File: config.mk
export PLATFORM = sky130hd
export DESIGN_NAME = serial_baud_gen
export DESIGN_NICKNAME = d
export VERILOG_FILES = /design/src/rtl/baudgen_pkg.sv /design/src/rtl/bg_edge_sync.sv /design/src/rtl/bg_prescale.sv /design/src/rtl/bg_divider.sv /design/src/rtl/serial_baud_gen.sv
export SDC_FILE = /design/constraint.sdc
export NUM_CORES = 1
export LEC_CHECK = 0
export ABC_AREA = 1
export CAP_MARGIN = 10
export CORE_AREA = 2 2 80 82
export DETAILED_ROUTE_END_ITERATION = 12
export DIE_AREA = 0 0 82 84
export GPL_ROUTABILITY_DRIVEN = 0
export PLACE_DENSITY = 0.73
export SKIP_LAST_GASP = 1
export SYNTH_ARGS = -nofsm -noshare
export SYNTH_HDL_FRONTEND = slang
export SYNTH_SLANG_ARGS = --single-unit
File: constraint.sdc
create_clock -name clk -period 2.25 [get_ports clk]
set_input_delay 0.5625 -clock clk [delete_from_list [all_inputs] [get_ports clk]]
set_output_delay 0.5625 -clock clk [all_outputs]
set_load 0.02 [all_outputs]
File: src/rtl/baudgen_pkg.sv
package baudgen_pkg;

    // Source select encoding (bit 1 picks the external pin).
    typedef enum logic [1:0] {
        SRC_SYS      = 2'b00,
        SRC_SYS_DIV8 = 2'b01,
        SRC_EXT      = 2'b10,
        SRC_EXT_ALT  = 2'b11
    } clk_src_e;

    localparam int unsigned OS_FACTOR   = 16;
    localparam int unsigned PRE_FACTOR  = 8;
    localparam int unsigned SYNC_STAGES = 2;

endpackage

File: src/rtl/bg_edge_sync.sv
module bg_edge_sync #(
    parameter int unsigned STAGES = 2
) (
    input  logic clk,
    input  logic rst_n,
    input  logic pin_i,
    output logic rise_o
);
    typedef struct packed {
        logic [STAGES:0] chain;
    } state_t;

    state_t d, q;

    always_comb begin
        d = q;
        d.chain = {q.chain[STAGES-1:0], pin_i};
        rise_o  = q.chain[STAGES-1] & ~q.chain[STAGES];
    end

    always_ff @(posedge clk or negedge rst_n) begin
        if (!rst_n) q <= '0;
        else        q <= d;
    end

    AST_EDGE_SPACING: assert property (@(posedge clk) disable iff (!rst_n)
        rise_o |=> !rise_o);

endmodule

File: src/rtl/bg_prescale.sv
module bg_prescale #(
    parameter int unsigned FACTOR = 8
) (
    input  logic clk,
    input  logic rst_n,
    input  logic reload_i,
    output logic en_o
);
    localparam int unsigned W = $clog2(FACTOR);

    typedef struct packed {
        logic [W-1:0] cnt;
    } state_t;

    state_t d, q;

    always_comb begin
        d    = q;
        en_o = (q.cnt == W'(FACTOR - 1));
        if (reload_i)  d.cnt = '0;
        else if (en_o) d.cnt = '0;
        else           d.cnt = q.cnt + W'(1);
    end

    always_ff @(posedge clk or negedge rst_n) begin
        if (!rst_n) q <= '0;
        else        q <= d;
    end

    AST_PRE_SPACING: assert property (@(posedge clk) disable iff (!rst_n)
        en_o |=> !en_o);

endmodule

File: src/rtl/bg_divider.sv
module bg_divider #(
    parameter int unsigned DIV_W     = 16,
    parameter int unsigned OS_FACTOR = 16
) (
    input  logic             clk,
    input  logic             rst_n,
    input  logic             reload_i,
    input  logic             step_i,
    input  logic             async_i,
    input  logic [DIV_W-1:0] divisor_i,
    output logic             cnt_hit_o,
    output logic             frame_hit_o
);
    localparam int unsigned OS_W = $clog2(OS_FACTOR);

    typedef struct packed {
        logic [DIV_W-1:0] cnt;
        logic [OS_W-1:0]  os;
    } state_t;

    state_t d, q;
    logic   active;

    always_comb begin
        d           = q;
        cnt_hit_o   = 1'b0;
        frame_hit_o = 1'b0;
        active      = step_i && (divisor_i != '0);
        if (reload_i) begin
            d.cnt = '0;
            d.os  = '0;
        end else if (active) begin
            if (q.cnt == divisor_i - DIV_W'(1)) begin
                d.cnt     = '0;
                cnt_hit_o = 1'b1;
                if (async_i) begin
                    if (q.os == OS_W'(OS_FACTOR - 1)) begin
                        d.os        = '0;
                        frame_hit_o = 1'b1;
                    end else begin
                        d.os = q.os + OS_W'(1);
                    end
                end else begin
                    frame_hit_o = 1'b1;
                end
            end else begin
                d.cnt = q.cnt + DIV_W'(1);
            end
        end
    end

    always_ff @(posedge clk or negedge rst_n) begin
        if (!rst_n) q <= '0;
        else        q <= d;
    end

    AST_CNT_IN_RANGE: assert property (@(posedge clk) disable iff (!rst_n)
        (divisor_i != '0) |-> (q.cnt < divisor_i));

endmodule

File: src/rtl/serial_baud_gen.sv
module serial_baud_gen #(
    parameter int unsigned DIV_W = 16
) (
    input  logic             clk,
    input  logic             rst_n,
    input  logic             ext_clk_i,
    input  logic [1:0]       clk_sel_i,
    input  logic             sync_mode_i,
    input  logic [DIV_W-1:0] divisor_i,
    output logic             baud_tick_o,
    output logic             os_tick_o
);
    import baudgen_pkg::*;

    typedef struct packed {
        logic [1:0]       sel;
        logic             sync;
        logic [DIV_W-1:0] div;
        logic             baud;
        logic             os;
    } state_t;

    state_t d, q;

    logic cfg_chg;
    logic ext_rise;
    logic pre_en;
    logic step;
    logic ext_direct;
    logic cnt_hit;
    logic frame_hit;

    bg_edge_sync #(.STAGES(SYNC_STAGES)) u_edge (
        .clk    (clk),
        .rst_n  (rst_n),
        .pin_i  (ext_clk_i),
        .rise_o (ext_rise)
    );

    bg_prescale #(.FACTOR(PRE_FACTOR)) u_pre (
        .clk      (clk),
        .rst_n    (rst_n),
        .reload_i (cfg_chg),
        .en_o     (pre_en)
    );

    bg_divider #(.DIV_W(DIV_W), .OS_FACTOR(OS_FACTOR)) u_div (
        .clk         (clk),
        .rst_n       (rst_n),
        .reload_i    (cfg_chg),
        .step_i      (step),
        .async_i     (!q.sync),
        .divisor_i   (q.div),
        .cnt_hit_o   (cnt_hit),
        .frame_hit_o (frame_hit)
    );

    always_comb begin
        d       = q;
        cfg_chg = (clk_sel_i != q.sel) || (sync_mode_i != q.sync) ||
                  (divisor_i != q.div);
        ext_direct = q.sync && q.sel[1];
        case (clk_src_e'(q.sel))
            SRC_SYS:      step = 1'b1;
            SRC_SYS_DIV8: step = pre_en;
            default:      step = ext_rise;
        endcase
        d.sel  = clk_sel_i;
        d.sync = sync_mode_i;
        d.div  = divisor_i;
        d.baud = !cfg_chg && (ext_direct ? ext_rise : frame_hit);
        d.os   = !cfg_chg && !q.sync && cnt_hit;
    end

    always_ff @(posedge clk or negedge rst_n) begin
        if (!rst_n) q <= '0;
        else        q <= d;
    end

    assign baud_tick_o = q.baud;
    assign os_tick_o   = q.os;

    AST_RELOAD_QUIET: assert property (@(posedge clk) disable iff (!rst_n)
        cfg_chg |=> (!baud_tick_o && !os_tick_o));
    AST_OS_ASYNC_ONLY: assert property (@(posedge clk) disable iff (!rst_n)
        os_tick_o |-> !q.sync);
    AST_ZERO_DIV_SILENT: assert property (@(posedge clk) disable iff (!rst_n)
        ((q.div == '0) && !(q.sync && q.sel[1])) |=> !baud_tick_o);
    AST_ASYNC_TICK_ALIGN: assert property (@(posedge clk) disable iff (!rst_n)
        (baud_tick_o && !q.sync) |-> os_tick_o);

endmodule

==> results of run 1 <==
==> area by class of cell <==
type,instances,share of cell area [%]
multi-input combinational,286,45.2
clock buffer,6,2.09
timing repair buffer,36,9.30
inverter,58,6.27
tap,77,2.78
sequential,47,34.0
clock inverter,2,0.361
==> Yosys cell counts (all sizes together), types with 2 or more instances <==
| library cell | instances | share of area [%] |
|---|---|---|
| or2 | 2 | 0.43 |
| nor3 | 7 | 1.8 |
| nor3b | 2 | 0.51 |
| xnor2 | 14 | 4.2 |
| nand2 | 104 | 14 |
| ha | 5 | 2.1 |
| nand3b | 2 | 0.51 |
| xor2 | 16 | 4.8 |
| nand3 | 34 | 6.2 |
| a21oi | 11 | 1.9 |
| o21ai | 5 | 0.86 |
| dfrtp | 47 | 40 |
| inv | 58 | 7.4 |
| nand4 | 6 | 2.0 |
| a31oi | 2 | 0.43 |
| nor2 | 72 | 11 |
==> metal layers <==
layer / share of wire, % / track usage, %
met4: 1.4 / 5.15
met2: 49 / 32.3
met3: 3.0 / 3.25
met5: 0 / 0
met1: 47 / 26.9
==> critical path: stages (launching register included) <==
cell,delay (ns)
dfrtp_2,0.46
nor2_2,0.17
nand2_2,0.09
nor2_4,0.17
buf_4,0.14
nand3b_1,0.08
nand2_1,0.09
inv_2,0.04
nor2_2,0.13
inv_2,0.06
nor2_4,0.12
nand3_4,0.11
nand2_4,0.12
inv_2,0.08
nand2_1,0.07
nor2_1,0.04
==> per-stage QoR <==
| stage | instances | hold WS, ns | power [mW] | utilization, % | setup slack [ns] |
|---|---|---|---|---|---|
| detailed placement | 497 | 0.344 | 1.11 | 53.9 | -0.175 |
| CTS | 505 | 0.366 | 1.61 | 55.3 | 0.0402 |
| global placement | 497 | 0.336 | 1.10 | 53.9 | -0.113 |
| floorplan | 392 | 0.267 | 1.02 | - | 0.362 |
| finish | 512 | 0.336 | 1.61 | 56.9 | 0.159 |
| global route | 512 | 0.369 | 1.69 | 56.9 | -0.00685 |
==> cells by family (layout without fill, tap and decap cells) <==
family	after synthesis	count (layout)
buffers and inverters	59	102
AND/OR/NAND/NOR	231	231
AO/OA/AOI/OAI	20	20
XOR/XNOR	30	30
adder cells (fa/ha/maj)	5	5
flip-flops	47	47
==> timing repair <==
item,CTS,global route
setup buffers,0,7
gates resized for setup,0,12
setup endpoints to repair,0,20
==> power by group through the flow <==
stage                     logic, mW  clock network (mW)  registers (mW)
after floorplan               0.114                   0           0.901
after global placement        0.193                   0           0.907
after detailed placement      0.197                   0           0.908
after CTS                     0.199               0.520           0.892
after global routing          0.236               0.557           0.896
final                         0.208               0.508           0.892
==> worst paths after layout <==
path	depth (start not counted)	end	startpoint	slack (ns)
hold / removal	2	u_div.q[4]	rst_n	0.34
min in group clk	0	u_edge.q[1]	u_edge.q[0]	0.36
max in group asynchronous	2	q[7]	rst_n	1.48
setup reg to reg	15	u_div.q[19]	q[7]	0.16
hold reg to reg	0	u_edge.q[1]	u_edge.q[0]	0.36
setup / recovery	15	u_div.q[19]	q[7]	0.16
==> flip-flops by register name, summed over array words and instances, names as in the netlist <==
name         cells
baud_tick_o      1
os_tick_o        1
q               19
u_div.q         20
u_edge.q         3
u_pre.q          3
==> qor.log, run 1 <==
[floorplan] Initial Utilization 48.0%
[clocking] number of buffers created by CTS 5
[route] remaining number of nets flagged by the antenna check after routing 0
[sta] total negative slack for setup checks 0 ns
[setup_path] maximum fanout encountered on the critical timing path 7
[sta] worst slew margin relative to its limit 60.2%
[global_routing] all-layer global routing usage 19.8%
[floorplan] Die W 82 µm
[route] Iter 0 DRT Violations 142
[sta] final hold violation count 0
[pwr] Internal Pwr Total 1.18 mW
[route] via/cell ratio 4.88
[synth] cell area after synthesis 0.00293 mm²
[placed_design] Cell Area, Placed 0.00329 mm²
[pwr] Clk network pwr share 31.6%
[pwr] switching fraction of total power 26.8%
[route] total via count in the routed design 2497
[route] number of remaining DRC errors 0
[finish] Fill cells 574
[finish] area taken by multi-input logic gates 0.00157 mm²
[synth] count of distinct cell types in the synthesized netlist 33
[synth] share of the synthesized netlist area taken by xor and xnor gates 8.98%
[setup_path] endpoint class of the critical path register
[placed_design] post-DP HPWL 4820 µm
[clocking] maximum buffer depth of the clock tree 2
[finish] antenna diode count 0
[pwr] Peak supply drop 0.328 mV
[placed_design] number of input and output port buffers inserted 23
[pwr] leakage power summed over all cells 1.65 nW
[global_routing] number of global-route vias before repair 2392
[clocking] quantity of hold-fixing buffers added after cts 0
[synth] complex-gate fraction of the synthesized area 4.06%
[finish] commonest non-fill, non-tap cell in the layout nand2_1
[floorplan] number of standard-cell rows in the floorplan 29
[pwr] Flop pwr share 55.5%
[clocking] CTS HTree Levels 2
[finish] Layout Cell Area excl Fill 0.00347 mm²
[sta] number of setup violations in the final report 0
[clocking] CTS sink cnt 47
[clocking] clock insertion delay at the later pin of the skew report 0.30 ns
[finish] P&R area growth vs syn 18.6%
[floorplan] overall die area 0.00689 mm²
[synth] Seq/Total Area, Yosys 40.2%
[sta] final clock period utilization by the worst path 92.9%
[route] Pre-Repair DR Iteration Count 4
[route] Total Routed Length 6250 µm
[finish] leading cell types in the layout, fill and taps excluded nand2_1, nor2_1, inv_1
[setup_path] data arrival time of the critical path 2.29 ns
[synth] number of instances in the synthesized netlist 392
[synth] share of synthesized flip-flops with an asynchronous set or reset 100%
[clocking] clock slew seen by the registers of the worst setup and hold paths 0.09 ns
[global_routing] GRT Residual Overflow 0
[synth] adder and majority gate portion of the synthesized area 2.14%
[pwr] net switching power 432 µW
[sta] slew at the pin with the worst max-slew slack 0.597 ns
[global_routing] number of antenna violations at the first check in global routing 0
[synth] Post-Synth Simple-Gate Area 37.0%
[clocking] Clock Tree Root clkbuf_8
[synth] number of register bits inferred by synthesis 47
[sta] Clock Skew 0.00727 ns
[finish] sequential standard cell area 0.00118 mm²
[flow_run] Max Cap Violations 0
[synth] combinational family with the most area after synthesis simple AND/OR/NAND/NOR gates
[pwr] combinational power share 12.9%
[route] average wire per cell in the routed design 12.2 µm
[setup_path] Critical Path Source Type register
[sta] fin. max-slew vios 0
[synth] Syn. warnings 0
[pwr] power per cell area 464 mW/mm²
[setup_path] Req. time, crit path 2.45 ns
[global_routing] largest net degree at the start of global routing 48
[sta] maximum clock frequency 0.478 GHz
[synth] average instance area after synthesis 7.46 µm²
[floorplan] die extent in y 84 µm
[clocking] clock tree from TritonCTS done
[finish] final-stage net count 461
[synth] synthesized net count 419
[global_routing] first-pass GRT wire length 10700 µm
[synth] Synth Flop Type dfrtp_1
[synth] number of enable-type register cells in the synthesized netlist 0
[floorplan] area of the placeable core 0.00610 mm²
[run_status] status finished clean
[synth] share of synthesized area spent on multiplexers 0%
[floorplan] I/O pin cnt 24
[setup_path] type of the setup path with the least slack reg2reg
[hold_path] class of the tightest hold or removal check in2async
[sta] Final min period 2.09 ns
[finish] share of final-layout standard cells stronger than drive strength 1 14.9%
No activity file was read; power rests on OpenSTA's default activity.
==> inputs of run 2 (changes only) <==
--- a/config.mk
+++ b/config.mk
@@ -11,8 +11,10 @@
 export DETAILED_ROUTE_END_ITERATION = 12
 export DIE_AREA = 0 0 82 84
 export GPL_ROUTABILITY_DRIVEN = 0
-export PLACE_DENSITY = 0.73
+export PLACE_DENSITY = 0.68
+export SETUP_SLACK_MARGIN = 0.05
 export SKIP_LAST_GASP = 1
+export SLEW_MARGIN = 10
 export SYNTH_ARGS = -nofsm -noshare
 export SYNTH_HDL_FRONTEND = slang
 export SYNTH_SLANG_ARGS = --single-unit
==> qor.log, run 2 (synthesis results as in run 1) <==
[sta] fin. max-slew vios 0 [unchanged]
[setup_path] type of the setup path with the least slack reg2reg
[setup_path] cells on worst reg2reg path 15 [unchanged]
[finish] commonest non-fill, non-tap cell in the layout nand2_1
[flow_run] Max Cap Violations 0 [unchanged]
[sta] total negative slack for setup checks 0 ns [unchanged]
[sta] maximum clock frequency 0.476 GHz [-0.47%]
[floorplan] Die W 82 µm [unchanged]
[global_routing] met2 usage in global routing 32.4% [+0.074 points]
[sta] final hold violation count 0 [unchanged]
[route] Total Routed Length 6340 µm [+1.4%]
[global_routing] GRT Residual Overflow 0 [unchanged]
[global_routing] first-pass GRT wire length 10600 µm [-0.65%]
[route] total via count in the routed design 2523 [+1.0%]
[clocking] clock slew seen by the registers of the worst setup and hold paths 0.09 ns [about the same]
[pwr] power per cell area 496 mW/mm² [+7.0%]
[setup_path] maximum fanout encountered on the critical timing path 6 [-1]
[sta] Clock Skew 0.00546 ns [-0.00181 ns]
[finish] final-stage net count 463 [+0.43%]
[setup_path] Req. time, crit path 2.45 ns [about the same]
[pwr] Flop pwr share 50.4% [-5.1 points]
[global_routing] most heavily used metal layer in global routing met2
[pwr] Clk network pwr share 37.8% [+6.2 points]
[floorplan] number of standard-cell rows in the floorplan 29 [unchanged]
[global_routing] met1 track demand over resource in global routing 26.6% [-0.28 points]
[clocking] clock tree from TritonCTS done
[global_routing] all-layer global routing usage 19.7% [-0.022 points]
[global_routing] number of antenna violations at the first check in global routing 0 [unchanged]
[setup_path] data arrival time of the critical path 2.30 ns [about the same]
[clocking] number of buffers created by CTS 5 [unchanged]
[sta] number of setup violations in the final report 0 [unchanged]
[global_routing] largest net degree at the start of global routing 30 [-38%]
[sta] final clock period utilization by the worst path 93.4% [+0.44 points]
[floorplan] die extent in y 84 µm [unchanged]
[finish] P&R area growth vs syn 21.9%
[run_status] status finished clean
[finish] antenna diode count 0 [unchanged]
[finish] leading cell types in the layout, fill and taps excluded nand2_1, nor2_1, inv_1
[clocking] maximum buffer depth of the clock tree 2 [unchanged]
[finish] utilization of the core after routing 58.5% [+1.6 points]
[clocking] clock insertion delay at the later pin of the skew report 0.30 ns [about the same]
[route] remaining number of nets flagged by the antenna check after routing 0 [unchanged]
[pwr] Internal Pwr Total 1.33 mW [+13%]
[route] average wire per cell in the routed design 12.3 µm [+0.97%]
[hold_path] class of the tightest hold or removal check in2async
[setup_path] Register-to-Register Setup Slack 0.15 ns [about the same]
[sta] Final min period 2.10 ns [+0.00987 ns]
[finish] share of final-layout standard cells stronger than drive strength 1 17.2% [+2.2 points]
[route] via/cell ratio 4.91 [+0.65%]
[setup_path] Critical Path Source Type register
[floorplan] I/O pin cnt 24 [unchanged]
[clocking] CTS HTree Levels 2 [unchanged]
[floorplan] overall die area 0.00689 mm² [unchanged]
[finish] largest registers in the final layout u_div.q: 20 flops, q: 19 flops
[floorplan] Initial Utilization 48.0% [unchanged]
[finish] Most flops, register u_div.q
[placed_design] number of input and output port buffers inserted 23 [unchanged]
[pwr] net switching power 443 µW [+2.6%]
[pwr] leakage power summed over all cells 1.69 nW [+2.4%]
[route] number of remaining DRC errors 0 [unchanged]
[route] Pre-Repair DR Iteration Count 4 [unchanged]
[clocking] Clock Tree Root clkbuf_8
[sta] worst slew margin relative to its limit 53.9% [-6.3 points]
[setup_path] R2R Path End u_div.q[8]
[floorplan] area of the placeable core 0.00610 mm² [unchanged]
[placed_design] post-DP HPWL 4780 µm [-1.0%]
[setup_path] endpoint class of the critical path register
[sta] slew at the pin with the worst max-slew slack 0.691 ns [+0.0939 ns]
[pwr] Peak supply drop 0.236 mV [-28%]
[sta] RSZ-0062 raised after global routing true
[global_routing] met3 Track Usage GR 3.57% [+0.32 points]
[route] Iter 0 DRT Violations 129 [-9.2%]
[pwr] switching fraction of total power 25.0% [-1.8 points]
[global_routing] number of global-route vias before repair 2313 [-3.3%]
[clocking] CTS sink cnt 47 [unchanged]
[pwr] combinational power share 11.8% [-1.1 points]
[finish] flip-flop count of the largest register after layout 20 [unchanged]
[setup_path] Reg2Reg Launch Point q[3]
run 2: cell types whose count changed in the layout (fill, tap and decap cells not counted), sizes merged:
cell      change
buf           +2
bufinv        +1
clkinv        -1
clkinvlp      -1
inv           +1
run 2: power groups by stage:
stage	Sequential (mW)	Combinational, mW	Clock [mW]
final	0.892	0.209	0.669
after global routing	0.897	0.235	0.732
after CTS	0.892	0.202	0.685
after detailed placement	0.908	0.200	0
after global placement	0.908	0.197	0
after floorplan	0.901	0.114	0
run 2: worst max-delay path: stages (launching register included):
cell and delay (ns):
dfrtp_1 0.43, inv_2 0.09, ha_4 0.19, nand2_1 0.06, inv_1 0.04, nor2_2 0.11, nand3_1 0.09, nor2_1 0.11
nand2_1 0.08, nor2_2 0.13, nand3_2 0.10, nor2_4 0.16, nand3_4 0.13, nand2_8 0.12, buf_4 0.12, nor3b_1 0.04
run 2: repair_timing:
action	in CTS	in global routing
hold buffers	0	0
setup buffers	2	4
setup endpoints to repair	4	20
gates resized for setup	1	25
pin swaps	1	10
run 2: layer usage:
metal | vias up | wire (µm) | share of wire, %
li1 | 1313 | - | -
met1 | 1171 | 3020 | 48
met2 | 30 | 3060 | 48
met3 | 9 | 177 | 2.8
met4 | 0 | 76 | 1.2
met5 | - | 0 | 0
run 2: worst max path at each step:
stage,from,to,slack (ns),depth (start not counted)
6_report,q[3],u_div.q[8],0.15,15
5_1_grt,q[3],u_div.q[9],0.005,16
4_1_cts,q[3],u_div.q[9],0.06,16
3_5_place_dp,divisor_i[1],u_div.q[9],-0.15,10
3_3_place_gp,divisor_i[5],u_div.q[17],-0.13,10
2_1_floorplan,q[2],u_div.q[18],0.36,16
run 2: cell type report:
| cell class | instances | area (µm²) |
|---|---|---|
| clock buffers | 6 | 82.6 |
| clock inverters | 2 | 38.8 |
| fillers | 587 | 2530 |
| inverters | 58 | 225 |
| multi-input cells | 286 | 1600 |
| flip-flops and latches | 47 | 1180 |
| well taps | 77 | 96.3 |
| repair buffers | 38 | 345 |
run 2: per-stage QoR:
step	total power, mW	cells	setup slack (ns)	instance area (µm²)	hold slack, ns
floorplan	1.02	392	0.362	2930	0.267
global placement	1.11	500	-0.131	3310	0.341
CTS	1.78	510	0.0618	3450	0.316
finish	1.77	514	0.149	3570	0.296
detailed placement	1.11	500	-0.151	3310	0.348
global route	1.86	514	0.00533	3570	0.333
